===== config.mk =====
export PLATFORM = sky130hd
export DESIGN_NAME = usb_devstate_tracker
export DESIGN_NICKNAME = d
export VERILOG_FILES = /design/src/rtl/usbds_pkg.sv /design/src/rtl/usbds_state_fsm.sv /design/src/rtl/usbds_flags.sv /design/src/rtl/usb_devstate_tracker.sv
export SDC_FILE = /design/constraint.sdc
export NUM_CORES = 1
export LEC_CHECK = 0
export ABC_AREA = 1
export ABC_CLOCK_PERIOD_IN_PS = 3400
export CAP_MARGIN = 10
export CORE_AREA = 2 2 39 41
export DETAILED_ROUTE_END_ITERATION = 8
export DIE_AREA = 0 0 41 43
export GPL_TIMING_DRIVEN = 0
export PLACE_DENSITY = 0.9
export SETUP_SLACK_MARGIN = 0.2
export SLEW_MARGIN = 10
export SYNTH_ARGS = -nofsm -noshare
export SYNTH_HDL_FRONTEND = slang
export SYNTH_SLANG_ARGS = --single-unit

===== constraint.sdc =====
create_clock -name clk -period 3.4 [get_ports clk]
set_input_delay 0.51 -clock clk [delete_from_list [all_inputs] [get_ports clk]]
set_output_delay 0.51 -clock clk [all_outputs]
set_load 0.05 [all_outputs]

===== src/rtl/usbds_pkg.sv =====
package usbds_pkg;

    localparam int STATE_W   = 3;
    localparam int NUM_CAUSE = 4;

    // Cause bit positions in the enable vector and the cause vector
    localparam int CZ_RESET = 0;
    localparam int CZ_ADDR  = 1;
    localparam int CZ_CFG   = 2;
    localparam int CZ_SUSP  = 3;

    // Operating state codes; bit 2 set marks the suspended twin of each
    localparam logic [STATE_W-1:0] ST_POWERED    = 3'b000;
    localparam logic [STATE_W-1:0] ST_DEFAULT    = 3'b001;
    localparam logic [STATE_W-1:0] ST_ADDRESS    = 3'b010;
    localparam logic [STATE_W-1:0] ST_CONFIGURED = 3'b011;

    typedef struct packed {
        logic [STATE_W-1:0] state;
    } fsm_reg_t;

    typedef struct packed {
        logic trans;
        logic resume;
        logic irq;
    } flag_reg_t;

endpackage


===== src/rtl/usbds_state_fsm.sv =====
module usbds_state_fsm
    import usbds_pkg::*;
#(
    parameter int ADDR_W = 7,
    parameter int CFG_W  = 8
) (
    input  logic                  clk,
    input  logic                  rst_n,
    input  logic                  bus_reset_i,
    input  logic                  susp_i,
    input  logic                  resume_i,
    input  logic                  set_addr_i,
    input  logic [ADDR_W-1:0]     addr_val_i,
    input  logic                  set_cfg_i,
    input  logic [CFG_W-1:0]      cfg_val_i,
    output logic [STATE_W-1:0]    state_o,
    output logic [NUM_CAUSE-1:0]  cause_o,
    output logic                  resume_hit_o
);

    fsm_reg_t r_d, r_q;

    logic suspended;
    logic reset_ok;
    logic [1:0] base;

    always_comb begin
        r_d          = r_q;
        cause_o      = '0;
        resume_hit_o = 1'b0;
        suspended    = r_q.state[2];
        base         = r_q.state[1:0];
        reset_ok     = !suspended && (r_q.state != ST_DEFAULT);

        // Priority: bus reset, suspend, resume, SetAddress, SetConfiguration
        if (bus_reset_i && reset_ok) begin
            r_d.state         = ST_DEFAULT;
            cause_o[CZ_RESET] = 1'b1;
        end else if (susp_i && !suspended) begin
            r_d.state        = {1'b1, base};
            cause_o[CZ_SUSP] = 1'b1;
        end else if (resume_i && suspended) begin
            r_d.state    = {1'b0, base};
            resume_hit_o = 1'b1;
        end else if (set_addr_i && r_q.state == ST_DEFAULT && addr_val_i != '0) begin
            r_d.state        = ST_ADDRESS;
            cause_o[CZ_ADDR] = 1'b1;
        end else if (set_addr_i && r_q.state == ST_ADDRESS && addr_val_i == '0) begin
            r_d.state        = ST_DEFAULT;
            cause_o[CZ_ADDR] = 1'b1;
        end else if (set_cfg_i && r_q.state == ST_ADDRESS && cfg_val_i != '0) begin
            r_d.state       = ST_CONFIGURED;
            cause_o[CZ_CFG] = 1'b1;
        end else if (set_cfg_i && r_q.state == ST_CONFIGURED && cfg_val_i == '0) begin
            r_d.state       = ST_ADDRESS;
            cause_o[CZ_CFG] = 1'b1;
        end
    end

    always_ff @(posedge clk or negedge rst_n) begin
        if (!rst_n) r_q <= '{state: ST_POWERED};
        else        r_q <= r_d;
    end

    assign state_o = r_q.state;


    susp_code_chk: assert property (@(posedge clk) disable iff (!rst_n)
        (susp_i && !r_q.state[2] && !(bus_reset_i && r_q.state != ST_DEFAULT))
        |=> (r_q.state == {1'b1, $past(r_q.state[1:0])}));


    resume_return_chk: assert property (@(posedge clk) disable iff (!rst_n)
        (resume_i && r_q.state[2] && !susp_i)
        |=> (r_q.state == {1'b0, $past(r_q.state[1:0])}));


    bus_reset_chk: assert property (@(posedge clk) disable iff (!rst_n)
        (bus_reset_i && !r_q.state[2] && r_q.state != ST_DEFAULT)
        |=> (r_q.state == ST_DEFAULT));


    idle_hold_chk: assert property (@(posedge clk) disable iff (!rst_n)
        !(bus_reset_i || susp_i || resume_i || set_addr_i || set_cfg_i)
        |=> $stable(r_q.state));

endmodule


===== src/rtl/usbds_flags.sv =====
module usbds_flags
    import usbds_pkg::*;
(
    input  logic                 clk,
    input  logic                 rst_n,
    input  logic [NUM_CAUSE-1:0] cause_i,
    input  logic [NUM_CAUSE-1:0] en_i,
    input  logic                 resume_hit_i,
    input  logic                 clr_trans_i,
    input  logic                 clr_resume_i,
    output logic                 trans_o,
    output logic                 resume_o,
    output logic                 irq_o
);

    flag_reg_t f_d, f_q;
    logic      trans_set;

    always_comb begin
        trans_set = |(cause_i & en_i);
        f_d.trans  = trans_set    | (f_q.trans  & ~clr_trans_i);
        f_d.resume = resume_hit_i | (f_q.resume & ~clr_resume_i);
        f_d.irq    = f_q.trans | f_q.resume;
    end

    always_ff @(posedge clk or negedge rst_n) begin
        if (!rst_n) f_q <= '0;
        else        f_q <= f_d;
    end

    assign trans_o  = f_q.trans;
    assign resume_o = f_q.resume;
    assign irq_o    = f_q.irq;


    trans_sticky_chk: assert property (@(posedge clk) disable iff (!rst_n)
        (f_q.trans && !clr_trans_i) |=> f_q.trans);


    trans_clear_chk: assert property (@(posedge clk) disable iff (!rst_n)
        (clr_trans_i && (cause_i & en_i) == '0) |=> !f_q.trans);


    trans_cause_chk: assert property (@(posedge clk) disable iff (!rst_n)
        $rose(f_q.trans) |-> $past((cause_i & en_i) != '0));


    irq_follow_chk: assert property (@(posedge clk) disable iff (!rst_n)
        1'b1 |=> (f_q.irq == $past(f_q.trans || f_q.resume)));

endmodule


===== src/rtl/usb_devstate_tracker.sv =====
module usb_devstate_tracker
    import usbds_pkg::*;
#(
    parameter int ADDR_W = 7,
    parameter int CFG_W  = 8
) (
    input  logic              clk,
    input  logic              rst_n,
    input  logic              bus_reset_done_i,
    input  logic              suspend_det_i,
    input  logic              resume_det_i,
    input  logic              set_addr_done_i,
    input  logic [ADDR_W-1:0] set_addr_val_i,
    input  logic              set_cfg_done_i,
    input  logic [CFG_W-1:0]  set_cfg_val_i,
    input  logic [3:0]        cause_en_i,
    input  logic              clr_trans_i,
    input  logic              clr_resume_i,
    output logic [2:0]        dev_state_o,
    output logic              trans_flag_o,
    output logic              resume_flag_o,
    output logic              irq_o
);

    logic [NUM_CAUSE-1:0] cause;
    logic                 resume_hit;

    usbds_state_fsm #(
        .ADDR_W (ADDR_W),
        .CFG_W  (CFG_W)
    ) u_fsm (
        .clk          (clk),
        .rst_n        (rst_n),
        .bus_reset_i  (bus_reset_done_i),
        .susp_i       (suspend_det_i),
        .resume_i     (resume_det_i),
        .set_addr_i   (set_addr_done_i),
        .addr_val_i   (set_addr_val_i),
        .set_cfg_i    (set_cfg_done_i),
        .cfg_val_i    (set_cfg_val_i),
        .state_o      (dev_state_o),
        .cause_o      (cause),
        .resume_hit_o (resume_hit)
    );

    usbds_flags u_flags (
        .clk          (clk),
        .rst_n        (rst_n),
        .cause_i      (cause),
        .en_i         (cause_en_i),
        .resume_hit_i (resume_hit),
        .clr_trans_i  (clr_trans_i),
        .clr_resume_i (clr_resume_i),
        .trans_o      (trans_flag_o),
        .resume_o     (resume_flag_o),
        .irq_o        (irq_o)
    );

endmodule


==> reports/metrics.yaml, run 1 <==
status: "completed"
fin_tns_setup_ns: 0
post_cts_buffers: 0
numClockSinks: 6
clk_pin_slew_ns: 0.05
timing.final.crit_period_ns: 2.02
post-route-drc-count: 0
power_density_nw_per_um2: 642
drtIter0Drc: 21
route.vias.total: 571
clock_path_buffers: 2
viasPerCell: 4.72
core_area_um2: 1380
num_antenna_cells: 0
clock_latency_ns: 0.24
yosys.area.top_type: "dfrtp_1"
path_class: "reg -> out"
ctsResizeCount: 0
hold_slack_ns: 0.479
htreeDepth: 1
die_y_um: 43
skew_ns: 0.00521
peakVddDrop_mv: 0.546
top_level_ports: 34
hpwl_mm: 1.08
setup_ws_ns: 1.38
area_growth_pct: 85.9
grt_pass1_vias: 527
p_leak_nw: 0.386
cts_buffers: 3
cts_tree: "built"
path_cells: "clkdlybuf4s50_1"
grt_usage_pct: 16.5
cp_slowest_cell: "clkdlybuf4s50_1"
critPathLaunchType: "flop"
dpl_cell_area_um2: 785
setup_viol: 0
path_buf_inv: 1
slew-limit-headroom_pct: 66.6
worstPathMaxFanout: 5
yosys_warnings: 0
max_stage_delay_ns: 0.84
synth_cell_type_count: 17
row_count: 14
final_common_cell: "clkdlybuf4s50_1"
grt_max_degree: 8
final_cell_mix: "clkdlybuf4s50_1, nand2_1, nor2_1, inv_1"
grt_first_pass_wirelength_mm: 1.99
nNetsFinal: 135
critPathTopFamily: "buffers and inverters"
fin_crit_sh_pct: 59.4
portBuffers: 33
wl_per_cell_um: 10.5
rsz0062_at_grt: "no"
final_cell_area_um2: 807
synth_sequential_area_ratio_pct: 34.6
hold_violations: 0
grt_overflow: 0
finalWirelength_mm: 1.28
cp.arrival_ns: 1.51
syn-num-nets: 97
worst_hold_path_type: "reg -> reg"
ant_nets: 0
tightest_slew_ns: 0.499
synth_area_leaders: "dfrtp_1, nand2_1, inv_1, nor2_1, nand3_1"
cts_hold_buf: 0
initial_core_util_pct: 31.4
crit_required_ns: 2.89
die_w_um: 41
maxSlewViolCount: 0
ys_seq_elements: 6
drive_above_1_share_pct: 7.62
syn_area_um2: 434
firstDrtPassIters: 4
clockRootBuffer: "clkbuf_4"
fmax_ghz: 0.495
antenna_found_initial: 0
cp-end-kind: "output pin"
place_congestion: 0.870
syn-instance-count: 69
maxCapViolCount: 0
dpl_worst_slack_ns: 1.51
dieArea_um2: 1760
syn_avg_cell_area_um2: 6.29
synth_top_area_share_pct: 34.6
-- per-layer routing --
metal / share of wire (%) / routed length [um] / GRT usage (%)
met2: 49 / 628 / 26.6
met5: 0 / 0 / 0
met1: 40 / 505 / 18.4
met4: 0 / 0 / 3.33
met3: 11 / 142 / 8.90
-- cells by family (layout without fill, tap and decap cells) --
| family | after synthesis | in the layout | share of synthesized area, % |
|---|---|---|---|
| flip-flops | 6 | 6 | 34.6 |
| AND/OR/NAND/NOR | 41 | 41 | 40.9 |
| buffers and inverters | 12 | 48 | 10.4 |
| AO/OA/AOI/OAI | 10 | 10 | 14.1 |
-- Yosys cell counts --
cell type / number
o22ai_1: 1
a21oi_2: 1
a31oi_1: 1
nand2_1: 20
nand2_4: 1
nand3_1: 6
nand4_1: 2
inv_2: 2
o21bai_1: 1
a21boi_0: 1
o21ai_1: 1
dfrtp_1: 6
o21ai_0: 4
inv_1: 10
nand2_2: 1
nor3_1: 1
nor2_1: 10
-- sequential cells by signal (all words and copies together), names as in the netlist --
register / count
u_flags.irq_o: 1
u_flags.trans_o: 1
u_fsm.state_o: 3
u_flags.resume_o: 1
-- per-stage QoR --
step           cells  power, mW  util, %
4_1_cts          121      0.521     58.3
6_report         121      0.518     58.3
5_1_grt          121      0.553     58.3
3_3_place_gp     118      0.446     56.7
3_5_place_dp     118      0.453     56.7
2_1_floorplan     69      0.334        -
-- worst min-delay path, cell delays in order (launching register included) --
cell	delay [ns]
dfrtp_1	0.33
inv_1	0.05
nand2_1	0.06
-- report_power, final --
part	leakage, nW	switching, mW	internal, mW	total [mW]
logic	0.301	0.203	0.120	0.323
clock network	0.0138	0.0254	0.0399	0.0653
registers	0.0712	0.0272	0.102	0.129
-- layout make-up --
type / count / area (um2)
clock buffers: 3 / 22.5
fillers: 128 / 577
inverters: 12 / 45.0
multi-input cells: 51 / 239
flip-flops and latches: 6 / 150
well taps: 16 / 20.0
repair buffers: 33 / 330
-- worst paths after layout --
check                                 start                to  slack (ns)  cells after the start
setup / recovery           u_fsm.state_o[2]    dev_state_o[2]        1.38                      1
hold / removal              u_flags.trans_o     u_flags.irq_o        0.48                      2
setup reg to reg           u_fsm.state_o[2]  u_fsm.state_o[0]        2.04                      8
hold reg to reg             u_flags.trans_o     u_flags.irq_o        0.48                      2
max in group asynchronous             rst_n  u_fsm.state_o[0]        2.68                      1
min in group asynchronous             rst_n     u_flags.irq_o        0.50                      1
(Power assumes the default switching activity.)
==> run 2: changes to the inputs <==
--- a/config.mk
+++ b/config.mk
@@ -6,13 +6,13 @@
 export NUM_CORES = 1
 export LEC_CHECK = 0
 export ABC_AREA = 1
-export ABC_CLOCK_PERIOD_IN_PS = 3400
+export ABC_CLOCK_PERIOD_IN_PS = 1900
 export CAP_MARGIN = 10
-export CORE_AREA = 2 2 39 41
+export CORE_MARGIN = 2
+export CORE_UTILIZATION = 31
 export DETAILED_ROUTE_END_ITERATION = 8
-export DIE_AREA = 0 0 41 43
 export GPL_TIMING_DRIVEN = 0
-export PLACE_DENSITY = 0.9
+export PLACE_DENSITY = 0.87
 export SETUP_SLACK_MARGIN = 0.2
 export SLEW_MARGIN = 10
 export SYNTH_ARGS = -nofsm -noshare
==> constraint.sdc (replaced) <==
create_clock -name clk -period 1.9 [get_ports clk]
set_input_delay 0.285 -clock clk [delete_from_list [all_inputs] [get_ports clk]]
set_output_delay 0.285 -clock clk [all_outputs]
set_load 0.05 [all_outputs]
==> run 2 against run 1 <==
  * Global-route usage is 0.32 points higher
  * Utilization up 3.5 points
  * Hold slack got worse by 0.20 ns
  * Critical path type unchanged
  * Critical endpoint is now trans_flag_o
  * Largest power group unchanged
==> reports/metrics.yaml, run 2 (same netlist as run 1, synthesis figures left out) <==
cp.arrival_ns: 1.37
nNetsFinal: 135
cts_buffers: 3
setup_ws_ns: 0.248
grt_usage_pct: 16.8
drtIter0Drc: 4
setup_viol: 0
post-route-drc-count: 0
drive_above_1_share_pct: 7.62
die_w_um: 41.4
path_class: "reg -> out"
tightest_slew_ns: 0.504
worst_hold_path_type: "in -> async"
fillers: 116
numClockSinks: 6
clk_pin_slew_ns: 0.05
utilization_pct: 61.8
clock_latency_ns: 0.24
wl_per_cell_um: 9.78
top_level_ports: 34
final_common_cell: "clkdlybuf4s50_1"
route.vias.total: 541
area_growth_pct: 85.3
fin_tns_setup_ns: 0
p_leak_nw: 0.403
cp_slowest_cell: "clkdlybuf4s50_1"
seqCellArea_um2: 150
core_area_um2: 1300
grt_pass1_vias: 576
clkPwrFrac_pct: 12.9
clockRootBuffer: "clkbuf_4"
viasPerCell: 4.51
peakVddDrop_mv: 0.578
grt_first_pass_wirelength_mm: 2.28
cts_hold_buf: 0
place_congestion: 0.890
skew_ns: 0.00262
antenna_found_initial: 0
firstDrtPassIters: 2
hold_violations: 0
combPwrFrac_pct: 61.5
path_cells: "clkdlybuf4s50_1"
dpl_worst_slack_ns: 0.232
hpwl_mm: 1.02
clock_path_buffers: 2
fmax_ghz: 0.605
die_y_um: 41.4
crit_required_ns: 1.62
max_stage_delay_ns: 0.80
worstPathMaxFanout: 2
initial_core_util_pct: 33.4
path_buf_inv: 1
rrSetupSlack_ns: 0.56
p_seq_share_pct: 25.6
ant_nets: 0
p_switching_mw: 0.446
critPathTopFamily: "buffers and inverters"
grt_overflow: 0
multi_input_area_um2: 239
status: "completed"
r2r_cells: 8
grt_max_degree: 8
critPathLaunchType: "flop"
intPower_mw: 0.449
finalWirelength_mm: 1.17
maxSlewViolCount: 0
row_count: 13
portBuffers: 33
cts_tree: "built"
maxCapViolCount: 0
post_cts_buffers: 0
htreeDepth: 1
rsz0062_at_grt: "no"
timing.final.crit_period_ns: 1.65
dieArea_um2: 1720
slew-limit-headroom_pct: 66.3
cp-end-kind: "output pin"
largest_reg_flops: 3
r2r-start: "u_fsm.state_o[2]"
final_cell_mix: "clkdlybuf4s50_1, nand2_1, nor2_1, inv_1"
swShare_pct: 49.8
fin_crit_sh_pct: 87.0
r2r_end: "u_fsm.state_o[0]"
num_antenna_cells: 0
power_density_nw_per_um2: 1110
-- run 2: power by group through the flow --
stage | clock network [mW] | registers [mW] | logic [mW]
after global routing | 0.128 | 0.236 | 0.608
after floorplan | 0 | 0.419 | 0.179
after CTS | 0.121 | 0.230 | 0.555
final | 0.116 | 0.229 | 0.550
after detailed placement | 0 | 0.233 | 0.573
after global placement | 0 | 0.232 | 0.565
-- run 2: final cells by class --
class / count / area share [%]
multi-input cells: 51 / 29.7
inverters: 12 / 5.60
repair buffers: 33 / 40.9
well taps: 15 / 2.33
clock buffers: 3 / 2.80
flip-flops and latches: 6 / 18.7
-- run 2: what timing repair did --
item | in CTS | in global routing
setup endpoints to repair | 3 | 1
cloned | 0 | 0
resized for setup | 3 | 1
-- run 2: routing by layer --
metal / GRT usage [%] / vias to the layer above / share of wire, %
met5: 0 / - / 0
met4: 3.87 / 0 / 2.1
met3: 8.70 / 2 / 5.5
met2: 29.1 / 15 / 50
met1: 18.0 / 231 / 42
li1: - / 293 / -
-- run 2: worst max path at each step --
stage / startpoint / to / slack, ns / depth (start not counted)
after floorplan: u_fsm.state_o[2] / u_fsm.state_o[1] / 0.38 / 9
after global placement: set_cfg_val_i[7] / u_fsm.state_o[1] / 0.26 / 9
after detailed placement: set_cfg_val_i[3] / u_fsm.state_o[1] / 0.23 / 9
after CTS: u_flags.resume_o / resume_flag_o / 0.22 / 1
after global routing: u_flags.trans_o / trans_flag_o / 0.22 / 1
final: u_flags.trans_o / trans_flag_o / 0.25 / 1
-- run 2: through the flow --
step | hold WS (ns) | cell area [um2] | std cells | power (mW)
after floorplan | -0.0106 | 434 | 69 | 0.597
after global placement | 0.456 | 783 | 117 | 0.797
after detailed placement | 0.459 | 783 | 117 | 0.805
after CTS | 0.280 | 802 | 120 | 0.906
after global routing | 0.297 | 805 | 120 | 0.973
final | 0.280 | 805 | 120 | 0.895
